===== src/rtl/ssq_pkg.sv =====
package ssq_pkg;

    localparam int MENU_N     = 8;
    localparam int IDX_W      = $clog2(MENU_N);
    localparam int OPC_W      = 8;
    localparam int BUF_BYTES  = 64;
    localparam int CNT_W      = $clog2(BUF_BYTES);
    localparam int ADDR_BYTES = 3;
    localparam int ADDR_W     = 8 * ADDR_BYTES;
    localparam int TYPE_LSB   = 16;

    // control word bit positions
    localparam int B_BUSY = 0;
    localparam int B_DONE = 2;
    localparam int B_CERR = 3;
    localparam int B_AERR = 4;
    localparam int B_GO   = 9;
    localparam int B_ATOM = 10;
    localparam int B_PSEL = 11;
    localparam int B_IDX  = 12;
    localparam int B_LOCK = 15;
    localparam int B_CNT  = 16;
    localparam int B_DEN  = 22;
    localparam int B_SMI  = 23;

    localparam logic [1:0] A_CTRL    = 2'd0;
    localparam logic [1:0] A_PTYPE   = 2'd1;
    localparam logic [1:0] A_MENU_LO = 2'd2;
    localparam logic [1:0] A_MENU_HI = 2'd3;

    localparam logic [OPC_W-1:0] OPC_STATUS = 8'h05;

    typedef struct packed {
        logic [31:0] menu_hi;
        logic [31:0] menu_lo;
        logic [31:0] ptype;
    } cfg_t;

    typedef struct packed {
        logic [IDX_W-1:0] idx;
        logic             atomic;
        logic             psel;
        logic             den;
        logic [CNT_W-1:0] last;
    } req_t;

    typedef struct packed {
        logic [OPC_W-1:0] opcode;
        logic [OPC_W-1:0] prefix;
        logic             has_addr;
        logic             is_write;
        logic             den;
        logic             atomic;
        logic [CNT_W-1:0] last;
    } cmd_t;

    typedef enum logic [3:0] {
        S_IDLE, S_PRE, S_GAP, S_OP, S_ADDR,
        S_DLOAD, S_DATA, S_DNEXT, S_POLL_OP, S_POLL_RD
    } state_t;

    typedef enum logic [1:0] { G_MAIN, G_POLL, G_FIN } gap_t;

    function automatic cmd_t decode_cmd(cfg_t c, req_t r);
        cmd_t        k;
        logic [63:0] menu;
        logic [1:0]  ty;
        menu       = {c.menu_hi, c.menu_lo};
        ty         = c.ptype[TYPE_LSB + 2*r.idx +: 2];
        k.opcode   = menu[r.idx*8 +: 8];
        k.prefix   = r.psel ? c.ptype[15:8] : c.ptype[7:0];
        k.has_addr = ty[1];
        k.is_write = ty[0];
        k.den      = r.den;
        k.atomic   = r.atomic;
        k.last     = r.last;
        return k;
    endfunction

endpackage


===== src/rtl/ssq_shift.sv =====
module ssq_shift #(
    parameter int HALF_PER = 2
) (
    input  logic       clk,
    input  logic       rst,
    input  logic       start,
    input  logic [7:0] tx_byte,
    input  logic       miso,
    output logic       sclk,
    output logic       mosi,
    output logic       done,
    output logic [7:0] rx_byte
);
    localparam int HW = (HALF_PER > 1) ? $clog2(HALF_PER) : 1;
    localparam logic [HW-1:0] H_LAST = HW'(HALF_PER - 1);

    logic          active;
    logic [HW-1:0] hcnt;
    logic [2:0]    bitn;
    logic [7:0]    sr;
    logic [7:0]    rx;
    logic          sclk_q;
    logic          done_q;

    always_ff @(posedge clk) begin
        if (rst) begin
            active <= 1'b0;
            hcnt   <= '0;
            bitn   <= '0;
            sr     <= '0;
            rx     <= '0;
            sclk_q <= 1'b0;
            done_q <= 1'b0;
        end else begin
            done_q <= 1'b0;
            if (!active) begin
                if (start) begin
                    active <= 1'b1;
                    sr     <= tx_byte;
                    hcnt   <= '0;
                    bitn   <= '0;
                    sclk_q <= 1'b0;
                end
            end else if (hcnt == H_LAST) begin
                hcnt <= '0;
                if (!sclk_q) begin
                    sclk_q <= 1'b1;
                    rx     <= {rx[6:0], miso};
                end else begin
                    sclk_q <= 1'b0;
                    if (bitn == 3'd7) begin
                        active <= 1'b0;
                        done_q <= 1'b1;
                    end else begin
                        bitn <= bitn + 3'd1;
                        sr   <= {sr[6:0], 1'b0};
                    end
                end
            end else begin
                hcnt <= hcnt + 1'b1;
            end
        end
    end

    assign sclk    = sclk_q;
    assign mosi    = sr[7];
    assign done    = done_q;
    assign rx_byte = rx;
endmodule


===== src/rtl/ssq_regs.sv =====
module ssq_regs
    import ssq_pkg::*;
(
    input  logic        clk,
    input  logic        rst,
    input  logic        reg_wr,
    input  logic [1:0]  reg_addr,
    input  logic [31:0] reg_wdata,
    output logic [31:0] reg_rdata,
    input  logic        seq_busy,
    input  logic        done_set,
    input  logic        cerr_set,
    output logic        go_pulse,
    output req_t        req,
    output cfg_t        cfg,
    output logic        locked
);
    localparam int MENU_WORDS = MENU_N / 4;

    logic        lock_q, done_q, cerr_q, aerr_q, smi_q;
    req_t        req_q;
    logic [31:0] ptype_q;
    logic [31:0] menu_q [MENU_WORDS];
    logic        ctrl_wr;
    logic        start_req;
    req_t        wreq;

    assign ctrl_wr   = reg_wr && (reg_addr == A_CTRL) && !seq_busy;
    assign start_req = ctrl_wr && reg_wdata[B_GO];
    assign go_pulse  = start_req && lock_q;

    always_comb begin
        wreq.idx    = reg_wdata[B_IDX +: IDX_W];
        wreq.atomic = reg_wdata[B_ATOM];
        wreq.psel   = reg_wdata[B_PSEL];
        wreq.den    = reg_wdata[B_DEN];
        wreq.last   = reg_wdata[B_CNT +: CNT_W];
    end
    assign req = wreq;

    always_ff @(posedge clk) begin
        if (rst) begin
            lock_q  <= 1'b0;
            done_q  <= 1'b0;
            cerr_q  <= 1'b0;
            aerr_q  <= 1'b0;
            smi_q   <= 1'b0;
            req_q   <= '0;
            ptype_q <= '0;
        end else begin
            if (ctrl_wr) begin
                req_q <= wreq;
                smi_q <= reg_wdata[B_SMI];
                if (reg_wdata[B_LOCK]) lock_q <= 1'b1;
            end
            done_q <= done_set | (done_q & ~(ctrl_wr & reg_wdata[B_DONE]));
            cerr_q <= cerr_set | (cerr_q & ~(ctrl_wr & reg_wdata[B_CERR]));
            aerr_q <= (start_req & ~lock_q) |
                      (aerr_q & ~(ctrl_wr & reg_wdata[B_AERR]));
            if (reg_wr && reg_addr == A_PTYPE && !lock_q) ptype_q <= reg_wdata;
        end
    end

    for (genvar g = 0; g < MENU_WORDS; g++) begin : g_menu
        always_ff @(posedge clk) begin
            if (rst) begin
                menu_q[g] <= '0;
            end else if (reg_wr && !lock_q && reg_addr == (A_MENU_LO + 2'(g))) begin
                menu_q[g] <= reg_wdata;
            end
        end
    end

    assign cfg.menu_lo = menu_q[0];
    assign cfg.menu_hi = menu_q[1];
    assign cfg.ptype   = ptype_q;
    assign locked      = lock_q;

    always_comb begin
        reg_rdata = '0;
        case (reg_addr)
            A_CTRL: begin
                reg_rdata[B_BUSY]            = seq_busy;
                reg_rdata[B_DONE]            = done_q;
                reg_rdata[B_CERR]            = cerr_q;
                reg_rdata[B_AERR]            = aerr_q;
                reg_rdata[B_ATOM]            = req_q.atomic;
                reg_rdata[B_PSEL]            = req_q.psel;
                reg_rdata[B_IDX +: IDX_W]    = req_q.idx;
                reg_rdata[B_LOCK]            = lock_q;
                reg_rdata[B_CNT +: CNT_W]    = req_q.last;
                reg_rdata[B_DEN]             = req_q.den;
                reg_rdata[B_SMI]             = smi_q;
            end
            A_PTYPE:   reg_rdata = ptype_q;
            A_MENU_LO: reg_rdata = menu_q[0];
            default:   reg_rdata = menu_q[1];
        endcase
    end
endmodule


===== src/rtl/ssq_seq.sv =====
module ssq_seq
    import ssq_pkg::*;
#(
    parameter int GAP_CYC  = 2,
    parameter int POLL_MAX = 8
) (
    input  logic              clk,
    input  logic              rst,
    input  logic              go_pulse,
    input  req_t              req,
    input  cfg_t              cfg,
    input  logic [ADDR_W-1:0] flash_addr,
    output logic [CNT_W-1:0]  buf_idx,
    input  logic [7:0]        buf_rdata,
    output logic              buf_we,
    output logic [7:0]        buf_wdata,
    output logic              cs_n,
    output logic              sh_start,
    output logic [7:0]        sh_tx,
    input  logic              sh_done,
    input  logic [7:0]        sh_rx,
    output logic              busy,
    output logic              done_set,
    output logic              cerr_set
);
    localparam int GW = $clog2(GAP_CYC + 1);
    localparam int PW = $clog2(POLL_MAX + 1);
    localparam int AW = (ADDR_BYTES > 1) ? $clog2(ADDR_BYTES) : 1;
    localparam logic [GW-1:0] G_END = GW'(GAP_CYC - 1);
    localparam logic [PW-1:0] P_END = PW'(POLL_MAX - 1);
    localparam logic [AW-1:0] A_END = AW'(ADDR_BYTES - 1);

    state_t            st;
    gap_t              gap_to;
    cmd_t              cmd_q, cmd_new;
    logic [ADDR_W-1:0] addr_q;
    logic [AW-1:0]     abyte;
    logic [CNT_W-1:0]  dcnt;
    logic [GW-1:0]     gcnt;
    logic [PW-1:0]     pcnt;
    logic              cs_n_q, start_q, we_q, done_q, cerr_q, cerr_pend;
    logic [7:0]        tx_q, wdata_q;

    assign cmd_new = decode_cmd(cfg, req);

    always_ff @(posedge clk) begin
        if (rst) begin
            st        <= S_IDLE;
            gap_to    <= G_FIN;
            cmd_q     <= '0;
            addr_q    <= '0;
            abyte     <= '0;
            dcnt      <= '0;
            gcnt      <= '0;
            pcnt      <= '0;
            cs_n_q    <= 1'b1;
            start_q   <= 1'b0;
            we_q      <= 1'b0;
            done_q    <= 1'b0;
            cerr_q    <= 1'b0;
            cerr_pend <= 1'b0;
            tx_q      <= '0;
            wdata_q   <= '0;
        end else begin
            start_q <= 1'b0;
            we_q    <= 1'b0;
            done_q  <= 1'b0;
            cerr_q  <= 1'b0;
            case (st)
                S_IDLE: if (go_pulse) begin
                    cmd_q     <= cmd_new;
                    addr_q    <= flash_addr;
                    dcnt      <= '0;
                    pcnt      <= '0;
                    abyte     <= '0;
                    cerr_pend <= 1'b0;
                    cs_n_q    <= 1'b0;
                    start_q   <= 1'b1;
                    if (cmd_new.atomic) begin
                        tx_q <= cmd_new.prefix;
                        st   <= S_PRE;
                    end else begin
                        tx_q <= cmd_new.opcode;
                        st   <= S_OP;
                    end
                end
                S_PRE: if (sh_done) begin
                    cs_n_q <= 1'b1;
                    gcnt   <= '0;
                    gap_to <= G_MAIN;
                    st     <= S_GAP;
                end
                S_GAP: begin
                    if (gcnt == G_END) begin
                        gcnt <= '0;
                        case (gap_to)
                            G_MAIN: begin
                                cs_n_q  <= 1'b0;
                                start_q <= 1'b1;
                                tx_q    <= cmd_q.opcode;
                                st      <= S_OP;
                            end
                            G_POLL: begin
                                cs_n_q  <= 1'b0;
                                start_q <= 1'b1;
                                tx_q    <= OPC_STATUS;
                                st      <= S_POLL_OP;
                            end
                            default: begin
                                done_q <= 1'b1;
                                cerr_q <= cerr_pend;
                                st     <= S_IDLE;
                            end
                        endcase
                    end else begin
                        gcnt <= gcnt + 1'b1;
                    end
                end
                S_OP: if (sh_done) begin
                    if (cmd_q.has_addr) begin
                        start_q <= 1'b1;
                        tx_q    <= addr_q[ADDR_W-1 -: 8];
                        addr_q  <= {addr_q[ADDR_W-9:0], 8'h00};
                        abyte   <= '0;
                        st      <= S_ADDR;
                    end else if (cmd_q.den) begin
                        st <= S_DLOAD;
                    end else begin
                        cs_n_q <= 1'b1;
                        gcnt   <= '0;
                        gap_to <= cmd_q.atomic ? G_POLL : G_FIN;
                        st     <= S_GAP;
                    end
                end
                S_ADDR: if (sh_done) begin
                    if (abyte != A_END) begin
                        abyte   <= abyte + 1'b1;
                        start_q <= 1'b1;
                        tx_q    <= addr_q[ADDR_W-1 -: 8];
                        addr_q  <= {addr_q[ADDR_W-9:0], 8'h00};
                    end else if (cmd_q.den) begin
                        st <= S_DLOAD;
                    end else begin
                        cs_n_q <= 1'b1;
                        gcnt   <= '0;
                        gap_to <= cmd_q.atomic ? G_POLL : G_FIN;
                        st     <= S_GAP;
                    end
                end
                S_DLOAD: begin
                    start_q <= 1'b1;
                    tx_q    <= cmd_q.is_write ? buf_rdata : 8'h00;
                    st      <= S_DATA;
                end
                S_DATA: if (sh_done) begin
                    we_q    <= !cmd_q.is_write;
                    wdata_q <= sh_rx;
                    st      <= S_DNEXT;
                end
                S_DNEXT: begin
                    if (dcnt == cmd_q.last) begin
                        cs_n_q <= 1'b1;
                        gcnt   <= '0;
                        gap_to <= cmd_q.atomic ? G_POLL : G_FIN;
                        st     <= S_GAP;
                    end else begin
                        dcnt <= dcnt + 1'b1;
                        st   <= S_DLOAD;
                    end
                end
                S_POLL_OP: if (sh_done) begin
                    start_q <= 1'b1;
                    tx_q    <= 8'h00;
                    st      <= S_POLL_RD;
                end
                S_POLL_RD: if (sh_done) begin
                    cs_n_q <= 1'b1;
                    gcnt   <= '0;
                    st     <= S_GAP;
                    if (!sh_rx[0]) begin
                        gap_to <= G_FIN;
                    end else if (pcnt == P_END) begin
                        gap_to    <= G_FIN;
                        cerr_pend <= 1'b1;
                    end else begin
                        pcnt   <= pcnt + 1'b1;
                        gap_to <= G_POLL;
                    end
                end
                default: st <= S_IDLE;
            endcase
        end
    end

    assign busy      = (st != S_IDLE);
    assign cs_n      = cs_n_q;
    assign sh_start  = start_q;
    assign sh_tx     = tx_q;
    assign buf_idx   = dcnt;
    assign buf_we    = we_q;
    assign buf_wdata = wdata_q;
    assign done_set  = done_q;
    assign cerr_set  = cerr_q;
endmodule


===== src/rtl/flash_menu_seq.sv =====
module flash_menu_seq
    import ssq_pkg::*;
#(
    parameter int HALF_PER = 2,
    parameter int GAP_CYC  = 2,
    parameter int POLL_MAX = 8
) (
    input  logic                clk,
    input  logic                rst,
    input  logic                reg_wr,
    input  logic [1:0]          reg_addr,
    input  logic [31:0]         reg_wdata,
    output logic [31:0]         reg_rdata,
    input  logic [ADDR_W-1:0]   flash_addr,
    output logic [CNT_W-1:0]    buf_idx,
    input  logic [7:0]          buf_rdata,
    output logic                buf_we,
    output logic [7:0]          buf_wdata,
    output logic                spi_sclk,
    output logic                spi_cs_n,
    output logic                spi_mosi,
    input  logic                spi_miso
);
    logic       seq_busy, done_set, cerr_set, go_pulse, locked;
    req_t       req;
    cfg_t       cfg;
    logic       sh_start, sh_done;
    logic [7:0] sh_tx, sh_rx;

    ssq_regs u_regs (
        .clk       (clk),
        .rst       (rst),
        .reg_wr    (reg_wr),
        .reg_addr  (reg_addr),
        .reg_wdata (reg_wdata),
        .reg_rdata (reg_rdata),
        .seq_busy  (seq_busy),
        .done_set  (done_set),
        .cerr_set  (cerr_set),
        .go_pulse  (go_pulse),
        .req       (req),
        .cfg       (cfg),
        .locked    (locked)
    );

    ssq_seq #(.GAP_CYC(GAP_CYC), .POLL_MAX(POLL_MAX)) u_seq (
        .clk        (clk),
        .rst        (rst),
        .go_pulse   (go_pulse),
        .req        (req),
        .cfg        (cfg),
        .flash_addr (flash_addr),
        .buf_idx    (buf_idx),
        .buf_rdata  (buf_rdata),
        .buf_we     (buf_we),
        .buf_wdata  (buf_wdata),
        .cs_n       (spi_cs_n),
        .sh_start   (sh_start),
        .sh_tx      (sh_tx),
        .sh_done    (sh_done),
        .sh_rx      (sh_rx),
        .busy       (seq_busy),
        .done_set   (done_set),
        .cerr_set   (cerr_set)
    );

    ssq_shift #(.HALF_PER(HALF_PER)) u_shift (
        .clk     (clk),
        .rst     (rst),
        .start   (sh_start),
        .tx_byte (sh_tx),
        .miso    (spi_miso),
        .sclk    (spi_sclk),
        .mosi    (spi_mosi),
        .done    (sh_done),
        .rx_byte (sh_rx)
    );
endmodule


===== config.mk =====
export PLATFORM = sky130hd
export DESIGN_NAME = flash_menu_seq
export DESIGN_NICKNAME = d
export VERILOG_FILES = /design/src/rtl/ssq_pkg.sv /design/src/rtl/ssq_shift.sv /design/src/rtl/ssq_regs.sv /design/src/rtl/ssq_seq.sv /design/src/rtl/flash_menu_seq.sv
export SDC_FILE = /design/constraint.sdc
export NUM_CORES = 1
export LEC_CHECK = 0
export ABC_AREA = 0
export BUFFER_PORTS_ARGS = -buffer_cell sky130_fd_sc_hd__buf_2
export CAP_MARGIN = 20
export CORE_MARGIN = 3
export CORE_UTILIZATION = 50
export CTS_CLUSTER_DIAMETER = 80
export DETAILED_ROUTE_END_ITERATION = 8
export PLACE_DENSITY_LB_ADDON = 0.3
export SETUP_SLACK_MARGIN = 0.2
export SLEW_MARGIN = 20
export SYNTH_ARGS = -nofsm -noshare
export SYNTH_HDL_FRONTEND = slang
export SYNTH_SLANG_ARGS = --single-unit
export TNS_END_PERCENT = 30

===== constraint.sdc =====
create_clock -name clk -period 7.55 [get_ports clk]
set_input_delay 2.265 -clock clk [delete_from_list [all_inputs] [get_ports clk]]
set_output_delay 2.265 -clock clk [all_outputs]
set_load 0.02 [all_outputs]

==> impl_metrics.env <==
export IMPL_ant_nets=0
export IMPL_drc=0
export IMPL_numPortBuffers=119
export IMPL_synth_nets=1137
export IMPL_cts_sinks=220
export IMPL_clk_latency_ps=520
export IMPL_finalSetupViolCount=0
export IMPL_synth_cell_types=71
export IMPL_clock_skew_ps=10.6
export IMPL_grt_antenna_before_repair=2
export IMPL_clk_pin_slew_ps=60
export IMPL_drive_above_1_share_pct=23.1
export IMPL_max_freq_ghz=0.164
export IMPL_rsz0062_at_grt="false"
export IMPL_fin_crit_ps=6110
export IMPL_finalSetupTns_ps=0
export IMPL_tightest_slew_ps=920
export IMPL_cts_buffers=24
export IMPL_ctsResizeCount=0
export IMPL_critPathRequiredTime_ps=5290
export IMPL_cpPeakStageDelay_ps=550
export IMPL_clockRootBuffer="clkbuf_16"
export IMPL_rows=52
export IMPL_gp_congestion=0.873
export IMPL_drv_cap=0
export IMPL_dieHeight_um=152
export IMPL_seq_area_frac_synth_pct=47.5
export IMPL_crit_type="input pin to output port"
export IMPL_leakage_uw=0.00468
export IMPL_stdcell_count=1424
export IMPL_netlist_instances=1062
export IMPL_crit_chain="buf_2 -> buf_4 -> mux4_2 -> buf_2"
export IMPL_arrival_ps=3850
export IMPL_synth_area_mm2=0.0106
export IMPL_vias=8310
export IMPL_worstPathBufferInverterCount=3
export IMPL_status="finished, final reports clean"
export IMPL_cts_setup_buffers=0
export IMPL_power_density_mw_per_mm2=251
export IMPL_grt_first_pass_wirelength_um=44200
export IMPL_post_dp_hpwl_um=19500
export IMPL_n_antenna_cell=0
export IMPL_io_pins=120
export IMPL_htreeDepth=1
export IMPL_area_delta_synth_final_pct=13.6
export IMPL_drtIter0Drc=745
export IMPL_first_pass_iters=6
export IMPL_post_drt_wl_per_cell_um=19.7
export IMPL_slowest_stage="mux4_2"
export IMPL_avgSynthCellArea_um2=10.0
export IMPL_synthArstFlopShare_pct=0
export IMPL_path_max_fanout=21
export IMPL_synth_edf_count=64
export IMPL_yosys_warnings=0
export IMPL_wl_um=28100
export IMPL_cts_hold_fix_buffers=0
export IMPL_critPathTopFamily="buffers and inverters"
export IMPL_dp_cells=1381
export IMPL_grt_max_degree=77
export IMPL_gr_total_overflow=0
export IMPL_grt_pass1_vias=7983
export IMPL_yosys_register_bits=220
export IMPL_dieArea_mm2=0.0230
export IMPL_peakVddDrop_mv=0.177
export IMPL_hp_class="flop to flop"
export IMPL_timing_slew_headroom_pct=38.6
export IMPL_coreArea_mm2=0.0206
export IMPL_finalCritPeriodShare_pct=81.0
export IMPL_routed_via_density=5.84
export IMPL_fillers=1790
export IMPL_endpoint_kind="output port"
export IMPL_ys_flop_type="dfxtp_1"
export IMPL_start_util_pct=51.7
export IMPL_grt_use_total_pct=24.5
export IMPL_fp_dieW_um=152
export IMPL_nets=1212
export IMPL_cp_start_kind="input pin"
export IMPL_tritoncts="done"
export IMPL_hold_viol=0
export IMPL_slew_violations=0
export IMPL_cp_common_cell="buf_2"
export IMPL_clockBufferDepth=3
## per-stage QoR
| step | worst slack (ps) | cell area, um^2 | utilization, % | power (uW) | hold WS [ps] |
|---|---|---|---|---|---|
| 2_1_floorplan | 1660 | 10600 | - | 1760 | 407 |
| 3_3_place_gp | 1480 | 11300 | 54.9 | 1880 | 417 |
| 3_5_place_dp | 1460 | 11300 | 54.9 | 1890 | 426 |
| 4_1_cts | 1440 | 12100 | 58.7 | 3040 | 436 |
| 5_1_grt | 1360 | 12100 | 58.7 | 3150 | 474 |
| 6_report | 1440 | 12100 | 58.7 | 3030 | 434 |
## state kept, by name, summed over array words and instances (netlist names), 2 cells and up
signal           cells
u_regs.menu_q       64
u_regs.ptype_q      32
u_seq.addr_q        24
u_seq.cmd_q         18
u_regs.req_q        12
u_seq.buf_wdata      8
u_seq.sh_tx          8
u_shift.rx_byte      8
u_shift.sr           8
u_seq.buf_idx        6
u_seq.pcnt           4
u_seq.st             4
u_shift.bitn         3
u_seq.abyte          2
u_seq.gap_to         2
u_seq.gcnt           2
## synth_stat cells (all sizes together), types with 4 or more instances
master	number	share of area [%]
a211oi	24	1.7
a21oi	89	4.2
a222oi	4	0.38
a22o	14	1.2
a22oi	4	0.28
a311oi	21	2.7
a32oi	5	0.41
and2	67	4.0
and3	6	0.35
buf	31	1.9
clkbuf	52	1.8
dfxtp	156	29
edfxtp	64	18
ha	5	0.59
inv	12	0.42
mux2	21	2.2
mux2i	38	3.6
mux4	38	8.1
nand2	186	6.6
nand2b	7	0.41
nand3	16	0.75
nand4	7	0.41
nor2	91	3.2
nor2b	5	0.29
nor3	8	0.38
nor3b	4	0.39
o21ai	24	1.1
or2	4	0.24
or3	10	0.59
xor2	10	0.82
## placed cells by master, fill, tap and decap left out, types with 5 or more instances in the layout
cell,synthesis,layout
a211oi_1,23,23
a21oi_1,89,89
a22o_1,14,14
a311oi_2,17,17
a32oi_1,5,5
and2_1,65,65
and3_1,6,6
buf_2,15,118
buf_4,6,14
clkbuf_16,0,25
clkinv_2,0,10
dfxtp_1,156,156
edfxtp_1,64,64
ha_1,5,5
inv_1,12,12
mux2_2,21,21
mux2i_1,38,38
mux4_2,38,38
nand2_1,185,185
nand2b_1,7,7
nand3_1,16,16
nand4_1,7,7
nor2_1,90,90
nor2b_1,5,5
nor3_1,8,8
o21ai_0,21,21
or3_1,10,10
xor2_1,10,10
## kinds of logic after synthesis
logic type / synth area share [%]
AND/OR/NAND/NOR: 19.0
flip-flops: 47.5
AO/OA/AOI/OAI: 13.7
multiplexers: 13.9
buffers and inverters: 4.17
XOR/XNOR: 1.07
adder cells (fa/ha/maj): 0.683
## final timing paths
kind / cells past startpoint / slack, ps / end / start
setup / recovery: 4 / 1440 / reg_rdata[21] / reg_addr[0]
hold / removal: 2 / 430 / u_seq.gcnt[1] / u_seq.gcnt[1]
setup reg to reg: 7 / 4580 / u_seq.buf_idx[5] / u_seq.st[1]
hold reg to reg: 2 / 430 / u_seq.gcnt[1] / u_seq.gcnt[1]
## layer usage
| layer | share of wire, % | global-route usage [%] | up-vias |
|---|---|---|---|
| met2 | 48 | 40.0 | 328 |
| met1 | 41 | 33.0 | 3958 |
| li1 | - | - | 3961 |
| met4 | 3.4 | 8.09 | 4 |
| met3 | 7.9 | 4.73 | 59 |
| met5 | 0.10 | 0 | - |
## where the power goes
part	switching, uW	internal (uW)	leakage [uW]	total, uW
sequential	85.8	1290	0.00193	1380
combinational	291	199	0.00235	490
clock	480	678	0.000403	1160
total	856	2170	0.00468	3030
## worst min-delay path: stages (launching register included)
cell and delay [ps]:
dfxtp_1 310, nand2_1 50, a21oi_1 30
## final cells by class
cell class              count  area [um^2]  area share, %
clock buffers              30          684           5.67
clock inverters            13          105          0.871
inverters                  12         45.0          0.373
multi-input cells         747         5150           42.7
flip-flops and latches    220         5040           41.8
well taps                 270          338           2.80
repair buffers            132          696           5.76
Note: power is estimated with default switching activity, not from simulation.
